### config.mk
export PLATFORM = sky130hd
export DESIGN_NAME = cmpflag_unit
export DESIGN_NICKNAME = d
export VERILOG_FILES = /design/src/rtl/cmpflag_pkg.sv /design/src/rtl/cmpflag_opsel.sv /design/src/rtl/cmpflag_alu.sv /design/src/rtl/cmpflag_reg.sv /design/src/rtl/cmpflag_unit.sv
export SDC_FILE = /design/constraint.sdc
export NUM_CORES = 1
export LEC_CHECK = 0
export ABC_AREA = 1
export BUFFER_PORTS_ARGS = -buffer_cell sky130_fd_sc_hd__buf_2
export CAP_MARGIN = 10
export CORE_MARGIN = 2
export CORE_UTILIZATION = 30
export DETAILED_ROUTE_END_ITERATION = 16
export PLACE_DENSITY_LB_ADDON = 0.3
export RECOVER_POWER = 50
export SYNTH_ARGS = -nofsm -noshare
export SYNTH_HDL_FRONTEND = slang
export SYNTH_SLANG_ARGS = --single-unit
### constraint.sdc
create_clock -name clk -period 3.6 [get_ports clk]
set_clock_uncertainty 0.2 [all_clocks]
set_input_delay 0.54 -clock clk [delete_from_list [all_inputs] [get_ports clk]]
set_output_delay 0.54 -clock clk [all_outputs]
set_load 0.1 [all_outputs]
### src/rtl/cmpflag_pkg.sv
// Package: shared operation encoding for the compare and test flag unit.
// Assumes a two-bit operation code supplied by an upstream decoder.
package cmpflag_pkg;

    typedef enum logic [1:0] {
        OP_CMP_IMM = 2'b00,
        OP_CMP_REG = 2'b01,
        OP_CMP_NEG = 2'b10,
        OP_TEST    = 2'b11
    } cf_op_e;

    typedef struct packed {
        logic n;
        logic z;
        logic c;
        logic v;
    } cf_flags_t;

endpackage

### src/rtl/cmpflag_opsel.sv
// Operand selector: picks the second operand (register or zero-extended
// immediate) and decodes the operation into subtract / logic controls.
// Assumes IMM_W <= DATA_W.
module cmpflag_opsel
    import cmpflag_pkg::*;
#(
    parameter int DATA_W = 32,
    parameter int IMM_W  = 8
) (
    input  logic [1:0]        op,
    input  logic [DATA_W-1:0] opb,
    input  logic [IMM_W-1:0]  imm,
    output logic [DATA_W-1:0] src_b,
    output logic              do_sub,
    output logic              do_logic
);

    localparam int PAD_W = DATA_W - IMM_W;

    cf_op_e            op_q;
    logic [DATA_W-1:0] imm_ext;

    assign op_q = cf_op_e'(op);

    // Zero-extend the immediate; width difference chosen at elaboration.
    generate
        if (PAD_W > 0) begin : g_pad
            assign imm_ext = {{PAD_W{1'b0}}, imm};
        end else begin : g_nopad
            assign imm_ext = imm;
        end
    endgenerate

    // Decode the operation into operand choice and datapath mode.
    always_comb begin
        src_b    = opb;
        do_sub   = 1'b0;
        do_logic = 1'b0;
        unique case (op_q)
            OP_CMP_IMM: begin src_b = imm_ext; do_sub = 1'b1; end
            OP_CMP_REG: do_sub   = 1'b1;
            OP_CMP_NEG: do_sub   = 1'b0;
            OP_TEST:    do_logic = 1'b1;
            default:    do_sub   = 1'b0;
        endcase
    end

endmodule

### src/rtl/cmpflag_alu.sv
// Flag datapath: one adder serves add and subtract (subtract = a + ~b + 1),
// plus a bitwise AND path; produces next N/Z/C/V. The result is not exported.
module cmpflag_alu
    import cmpflag_pkg::*;
#(
    parameter int DATA_W = 32
) (
    input  logic [DATA_W-1:0] src_a,
    input  logic [DATA_W-1:0] src_b,
    input  logic              do_sub,
    input  logic              do_logic,
    output cf_flags_t         nxt
);

    localparam int MSB = DATA_W - 1;

    logic [DATA_W-1:0] b_eff;
    logic [DATA_W:0]   sum;
    logic [DATA_W-1:0] res;

    // Invert the second operand for subtraction.
    assign b_eff = do_sub ? ~src_b : src_b;

    // Shared adder with carry-in for the two's complement subtract.
    assign sum = {1'b0, src_a} + {1'b0, b_eff} + {{DATA_W{1'b0}}, do_sub};

    // Pick arithmetic or logical result.
    assign res = do_logic ? (src_a & src_b) : sum[MSB:0];

    // Derive the four flags from the selected result.
    always_comb begin
        nxt.n = res[MSB];
        nxt.z = (res == '0);
        nxt.c = sum[DATA_W];
        nxt.v = (src_a[MSB] == b_eff[MSB]) && (sum[MSB] != src_a[MSB]);
    end

endmodule

### src/rtl/cmpflag_reg.sv
// Status register: loads N/Z on every valid operation and C/V only on
// arithmetic ones; synchronous active-low reset to zero.
module cmpflag_reg
    import cmpflag_pkg::*;
(
    input  logic      clk,
    input  logic      rst_n,
    input  logic      valid,
    input  logic      do_logic,
    input  cf_flags_t nxt,
    output cf_flags_t flags
);

    // Update the flags on a strobed edge, keeping carry/overflow for tests.
    always_ff @(posedge clk) begin
        if (!rst_n) begin
            flags <= '0;
        end else if (valid) begin
            flags.n <= nxt.n;
            flags.z <= nxt.z;
            if (!do_logic) begin
                flags.c <= nxt.c;
                flags.v <= nxt.v;
            end
        end
    end

endmodule

### src/rtl/cmpflag_unit.sv
// Top: compare and test flag unit. Evaluates a compare-class operation,
// drops the numeric result and registers N/Z/C/V. Assumes op is stable
// while valid is high at the clock edge.
module cmpflag_unit
    import cmpflag_pkg::*;
#(
    parameter int DATA_W = 32,
    parameter int IMM_W  = 8
) (
    input  logic              clk,
    input  logic              rst_n,
    input  logic              valid,
    input  logic [1:0]        op,
    input  logic [DATA_W-1:0] opa,
    input  logic [DATA_W-1:0] opb,
    input  logic [IMM_W-1:0]  imm,
    output logic              flag_n,
    output logic              flag_z,
    output logic              flag_c,
    output logic              flag_v
);

    logic [DATA_W-1:0] src_b;
    logic              do_sub;
    logic              do_logic;
    cf_flags_t         nxt;
    cf_flags_t         flags;

    cmpflag_opsel #(.DATA_W(DATA_W), .IMM_W(IMM_W)) u_sel (
        .op(op), .opb(opb), .imm(imm),
        .src_b(src_b), .do_sub(do_sub), .do_logic(do_logic)
    );

    cmpflag_alu #(.DATA_W(DATA_W)) u_alu (
        .src_a(opa), .src_b(src_b), .do_sub(do_sub),
        .do_logic(do_logic), .nxt(nxt)
    );

    cmpflag_reg u_reg (
        .clk(clk), .rst_n(rst_n), .valid(valid),
        .do_logic(do_logic), .nxt(nxt), .flags(flags)
    );

    assign flag_n = flags.n;
    assign flag_z = flags.z;
    assign flag_c = flags.c;
    assign flag_v = flags.v;

endmodule

== After elaboration in Yosys (flattened, before gate mapping) ==
Index checks and enable logic that the tools add are counted.

* Register bits: 4
* Latch bits: 0
* RAM bits: 0
* Memory bits (read-only): 0
* Input port bits: 77
* Output and inout port bits: 4
* Word-level logic and storage cells: 23
* Memories: 0

* $add $sub $neg: 2
* Multipliers: 0
* Divide/modulo/power cells: 0
* Magnitude comparators: 0
* Eq/ne operators: 4
* Shift operators: 0
* Multiplexer cells: 5
* Bitwise gates (word level): 3
* Reduce and logical (&&, ||, !) cells: 5

{| class="wikitable"
|+ Operators by type and width
! cell !! number
|-
| two-way mux 32 bit || 3
|-
| adder 32 x 32 -> 33 bit || 1
|-
| adder 33 x 1 -> 33 bit || 1
|-
| AND 32 bit || 1
|-
| logical NOT 32 bit || 1
|-
| inverter 32 bit || 1
|-
| equality test 2 x 1 -> 1 bit (second input constant) || 1
|-
| equality test 2 bit (second input constant) || 1
|-
| logical NOT 2 bit || 1
|-
| two-way mux 1 bit || 2
|-
| AND reduction 2 bit || 1
|-
| OR reduction 2 bit || 1
|-
| equality test 1 bit || 1
|-
| logical AND 1 bit || 1
|-
| != test 1 bit || 1
|-
| inverter 1 bit || 1
|}

== Depth between registers and ports, before layout ==
* Depth in word-level cells: 8
* Depth in mapped cells: 30
* Depth with buffers taken out: 28

== Cells and area by module ==
From an unflattened synthesis, not the netlist that was laid out.

* Cell total of the unflattened synthesis: 726
* Area total of the unflattened synthesis: 3773.6 um^2

{| class="wikitable"
|+ Modules (own cells, without submodules)
! module !! instances !! cells each !! area an instance (um^2) !! seq. area each (um^2)
|-
| cmpflag_alu || 1 || 622 || 3250.6 || 0.0
|-
| cmpflag_opsel || 1 || 81 || 364.1 || 0.0
|-
| cmpflag_reg || 1 || 23 || 158.9 || 80.1
|}

== Worst setup path after synthesis ==
Ideal clock, no wire load.

* Path type: input-to-reg
* Start point: input port op[0]
* End point: register u_reg.flags[2] (netlist name)
* Library setup time: 67 ps
* Data arrival time: 3151 ps
* Data required time: 3333 ps
* Slack: 183 ps
* Stages: 28
* Path buffers: 3
* Cell sequence: buf_4 clkinv_1 nand2_2 buf_2 buf_1 nand2_1 nand2_1 xor2_1 ha_1 nand2_1 inv_1 a21oi_1 nand2_1 nand2_1 nand2_1 nand2_1 nand2_1 nor2_1 nand2_1 inv_1 nand2_1 nor2_1 nand2_1 nor2_1 nand2_1 nand2_1 nand2_1 a21oi_2

* Word-level cells in the longest chain between the ends: 8
* Elaborated cells on any way between the ends: 14
* Classes of those cells: add/sub: 2; eq/ne: 2; mux: 5; bitwise: 2; reduce/logical: 3

{| class="wikitable"
|+ Ends and longest elaborated chain
! element !! line !! text
|-
| start: declaration || cmpflag_unit.sv:13 || <nowiki>input logic [1:0] op,</nowiki>
|-
| equality test 2 x 1 -> 1 bit or logical NOT 2 bit (tied branches) || cmpflag_opsel.sv:39 || <nowiki>unique case (op_q)</nowiki>
|-
| OR reduction 2 bit (no line) or two-way mux 32 bit (tied branches) || n/a ||
|-
| two-way mux 1 bit or inverter 32 bit (tied branches) || cmpflag_opsel.sv:39, cmpflag_alu.sv:22 ||
|-
| two-way mux 32 bit || cmpflag_alu.sv:22 || <nowiki>assign b_eff = do_sub ? ~src_b : src_b;</nowiki>
|-
| adder 32 x 32 -> 33 bit || cmpflag_alu.sv:25 || <nowiki>assign sum = {1'b0, src_a} + {1'b0, b_eff} + {{DATA_W{1'b0}}, do_sub};</nowiki>
|-
| adder 33 x 1 -> 33 bit || cmpflag_alu.sv:25 ||
|-
| two-way mux 32 bit (*) || cmpflag_alu.sv:28 || <nowiki>assign res = do_logic ? (src_a & src_b) : sum[MSB:0];</nowiki>
|-
| logical NOT 32 bit (*) || cmpflag_alu.sv:33 || <nowiki>nxt.z = (res == '0);</nowiki>
|}

Mark *: on every way between the ends. The rest lies on a longest branch, timed or not.
A chain may end at the register's enable or synchronous reset.

== Final worst setup path ==
* Start point: input port op[0]
* End point: register u_reg.flags[2] (netlist name)

* Word-level cells in the longest chain between the ends: 8
* Elaborated cells on any way between the ends: 14
* Classes of those cells: add/sub: 2; eq/ne: 2; mux: 5; bitwise: 2; reduce/logical: 3

{| class="wikitable"
|+ Ends and longest elaborated chain
! element !! line
|-
| equality test 2 x 1 -> 1 bit or logical NOT 2 bit (tied branches) || cmpflag_opsel.sv:39
|-
| OR reduction 2 bit (no line) or two-way mux 32 bit (tied branches) || n/a
|-
| two-way mux 1 bit or inverter 32 bit (tied branches) || cmpflag_opsel.sv:39, cmpflag_alu.sv:22
|-
| two-way mux 32 bit || cmpflag_alu.sv:22
|-
| adder 32 x 32 -> 33 bit || cmpflag_alu.sv:25
|-
| adder 33 x 1 -> 33 bit || cmpflag_alu.sv:25
|-
| two-way mux 32 bit (*) || cmpflag_alu.sv:28
|-
| logical NOT 32 bit (*) || cmpflag_alu.sv:33
|}

Marked as above.

==> parameters.txt <==
Parameter                              Value

CTS
  TritonCTS clock tree ... built
  H-tree levels ... 1
  Clk_lat worst skew ... between 0.2 and 0.25 ns
  Clock buffer count from CTS ... 3
  Clock sink total ... 4
  Hold buffer count at cts ... 0
  Clock input transition at the sequential cells of the worst setup and hold paths ... around 0.03 ns
  Clock tree buffer depth ... 2
  Cell at the root of the clock tree ... sky130_fd_sc_hd__clkbuf_8

Floorplan
  Width of the die ... about 110 microns
  Floorplan Core Area ... approximately 0.011 sq mm
  Rows ... 38
  Initial Util ... a little under a third
  Boundary pin count ... just over 80
  Total die area ... 0.0120 sq mm
  Vertical extent of the die ... approximately 110 microns

Setup path
  Series of cell instances along the critical path ... buf_2 -> clkinv_1 -> nand2_4 -> buf_12 -> nand2_1 -> xor2_1 -> inv_1 -> ha_1 -> nand2_1 -> nor2_1 -> nand2_1 -> nor4_1 -> nand2_1 -> nand3_1 -> nand2_1 -> nor2_1 -> nand3_1 -> nor2_1 -> nand2_1 -> nand2_1 -> nand2_1 -> a21oi_2
  Maximum fanout encountered on the critical timing path ... 14
  Cell seen most often among critical-path stages ... sky130_fd_sc_hd__nand2_1
  Type of element capturing the critical path ... flip-flop
  Critical path data required time ... 3.55 ns
  Critical path class ... in2reg
  Crit path arrival time ... approximately 3.3 ns
  Top delay family on crit path ... simple AND/OR/NAND/NOR gates
  Bufs and invs on worst path ... 4
  Crit path largest cell delay ... approximately 0.4 ns
  Minimum setup slack among reg-to-reg paths ... ~2.7 ns
  CP max stage cell ... sky130_fd_sc_hd__ha_1
  Kind of start point of the critical path ... input port

STA
  Final period util ... 92.3%
  Worst slew margin relative to its limit ... 22.3%
  Number of pins with negative max-slew slack in the final report ... 0
  Final hold violations ... 0
  Final period demand of the worst path ... 3.32 ns
  Transition at the pin with the smallest max-transition slack ... between 1 and 1.5 ns
  Setup Total Neg Slack ... 0 ns
  Setup slack after layout ... 0.276 ns
  Unrepaired setup endpoints after global routing ... no
  Number of setup violations in the final report ... 0
  Max Clk Rate ... 0.301 GHz

Global route
  Maximum number of pins on one net before global-route repair ... 33
  Overflow left after global routing ... 0
  First-pass GRT wire length ... 19.2 mm
  Total global-route track usage ... about a fifth
  Number of antenna violations at the first check in global routing ... 0
  Vias in the first global route ... 4024

Cells and area
  Most flops, register ... u_reg.flags
  Flip-flop count of the largest register after layout ... 4
  Fillcell total ... approximately 1200
  Total area of multi-input combinational cells ... about 0.0029 sq mm
  Ratio of cells with drive above 1 in the final layout ... around 21%
  Net count of the finished layout ... slightly below 900
  Top flop regs ... u_reg.flags x4
  Area taken by flip-flops and latches ... 80.1 sq um
  Antenna diode instance count ... 0
  Layout overhead on the synthesized area ... 30.0%

Detailed routing
  1st-iter DRT viols ... roughly 260
  Initial DRT Pass Iterations ... 7
  Total number of vias ... 4387
  Number of remaining DRC errors ... 0
  Wire length per cell after detailed routing ... between 10 and 15 microns
  Routed wire length ... ~12 mm
  Post-DRT Antenna Nets ... 0
  Mean number of vias per cell ... ~4.8

Run
  MaxCap Viol Count ... 0

Synthesis
  Share of the yosys chip area belonging to registers ... ~2.4%
  Cell area after synthesis ... roughly 0.0033 sq mm
  Seq cells post-synth ... 4
  Distinct cell type count of the synthesized netlist ... 42
  Gate count after technology mapping ... 648
  Number of nets in the synthesized netlist ... roughly 760
  Yosys warns ... 0
  Portion of synthesized cell area occupied by the leading cell type ... between 20% and 30%
  Async set or reset register ratio after synthesis ... 0%
  Most frequent cell after synthesis ... sky130_fd_sc_hd__nand2_1
  Average size of a mapped cell ... between 5 and 6 sq um
  Post-synth top area cell ... sky130_fd_sc_hd__nand2_1
  Most used DFF post-synth ... sky130_fd_sc_hd__dfxtp_1
  Top cells by area in the synthesized netlist ... sky130_fd_sc_hd__nand2_1 (23%), sky130_fd_sc_hd__ha_1 (12%), sky130_fd_sc_hd__inv_1 (11%)
  Number of enable-type register cells in the synthesized netlist ... 0
  Top cell types by occurrence after synthesis ... sky130_fd_sc_hd__nand2_1 (201), sky130_fd_sc_hd__inv_1 (94), sky130_fd_sc_hd__nor2_1 (77)

Placed design
  Final GP Congestion ... ~0.91
  Number of buffer cells added on primary ports ... 80
  Dpl ws ... 0.0875 ns
  HPWL after DPL ... 10.5 mm

Pwr
  Power density relative to cell area ... between 200 and 250 mW/mm^2
  Worst supply voltage drop on vdd ... ~170 uV
  Leak ... 2.34 nW
  Total Power Consumption ... 1.01 mW

Status
  Run status ... finished clean

Worst hold path
  Worst min-delay path class ... reg2reg
## through the flow
stage / std cells / cell area, sq um / hold slack (ns) / utilization (%)
after global routing: 908 / 4330 / 0.291 / 39.9
after detailed placement: 903 / 4240 / 0.261 / 39.1
after global placement: 903 / 4240 / 0.259 / 39.1
final: 908 / 4330 / 0.273 / 39.9
after CTS: 906 / 4280 / 0.266 / 39.5
after floorplan: 648 / 3330 / 0.500 / -
## layout by cell type, fill, tap and decap left out, types with 3 or more instances in the layout
cell type / instances
sky130_fd_sc_hd__a21o_1: 3
sky130_fd_sc_hd__a21oi_1: 42
sky130_fd_sc_hd__a21oi_2: 5
sky130_fd_sc_hd__buf_12: 3
sky130_fd_sc_hd__buf_2: 77
sky130_fd_sc_hd__buf_4: 42
sky130_fd_sc_hd__clkbuf_1: 3
sky130_fd_sc_hd__clkbuf_8: 3
sky130_fd_sc_hd__dfxtp_1: 4
sky130_fd_sc_hd__ha_1: 32
sky130_fd_sc_hd__inv_1: 94
sky130_fd_sc_hd__inv_2: 3
sky130_fd_sc_hd__nand2_1: 201
sky130_fd_sc_hd__nand2_2: 10
sky130_fd_sc_hd__nand2_4: 3
sky130_fd_sc_hd__nand3_1: 50
sky130_fd_sc_hd__nand3b_1: 4
sky130_fd_sc_hd__nand4_1: 12
sky130_fd_sc_hd__nor2_1: 76
sky130_fd_sc_hd__nor2_2: 3
sky130_fd_sc_hd__nor3_1: 10
sky130_fd_sc_hd__o21a_1: 13
sky130_fd_sc_hd__o21ai_0: 24
sky130_fd_sc_hd__o21bai_1: 4
sky130_fd_sc_hd__xnor2_1: 4
sky130_fd_sc_hd__xor2_1: 13
## worst register-to-register path, stage by stage (launching register included)
cell	delay (ns)
sky130_fd_sc_hd__dfxtp_1	0.30
sky130_fd_sc_hd__nor2_1	0.10
sky130_fd_sc_hd__nor2_1	0.04
sky130_fd_sc_hd__o21ai_0	0.07
sky130_fd_sc_hd__inv_1	0.05
## power by group
group          switching (mW)  internal (mW)
registers             0.00142         0.0476
logic                   0.519          0.346
clock network          0.0221         0.0712
## repair_timing
action | in CTS | in global routing
setup buffers | 0 | 1
setup endpoints to repair | 0 | 1
gates resized for setup | 0 | 12
## per-layer routing
metal	global-route usage, %	vias up	wire length (microns)
met2	32.3	148	5020
met4	4.16	0	199
li1	-	2345	-
met3	1.90	17	740
met1	28.8	1877	6000
met5	0	-	0
## worst paths after layout
kind,cells after the start,end,from
worst max-delay path,22,u_reg.flags[2],op[0]
worst min-delay path,2,u_reg.flags[3],u_reg.flags[3]
worst max register to register,4,u_reg.flags[1],u_reg.flags[1]
worst min register to register,2,u_reg.flags[3],u_reg.flags[3]
## final cells by class
cell class / count / share of cell area (%)
flip-flops and latches: 4 / 1.85
repair buffers: 126 / 18.1
multi-input cells: 536 / 66.4
inverters: 99 / 8.64
clock buffers: 3 / 0.954
well taps: 140 / 4.05
## cell families after synthesis
kind of cell / share of synthesized area (%)
compound gates: 19.0
xor+xnor: 4.47
fa+ha+maj: 13.0
buf+inv: 12.5
flops: 2.40
simple gates: 48.6
(Power assumes the default switching activity.)
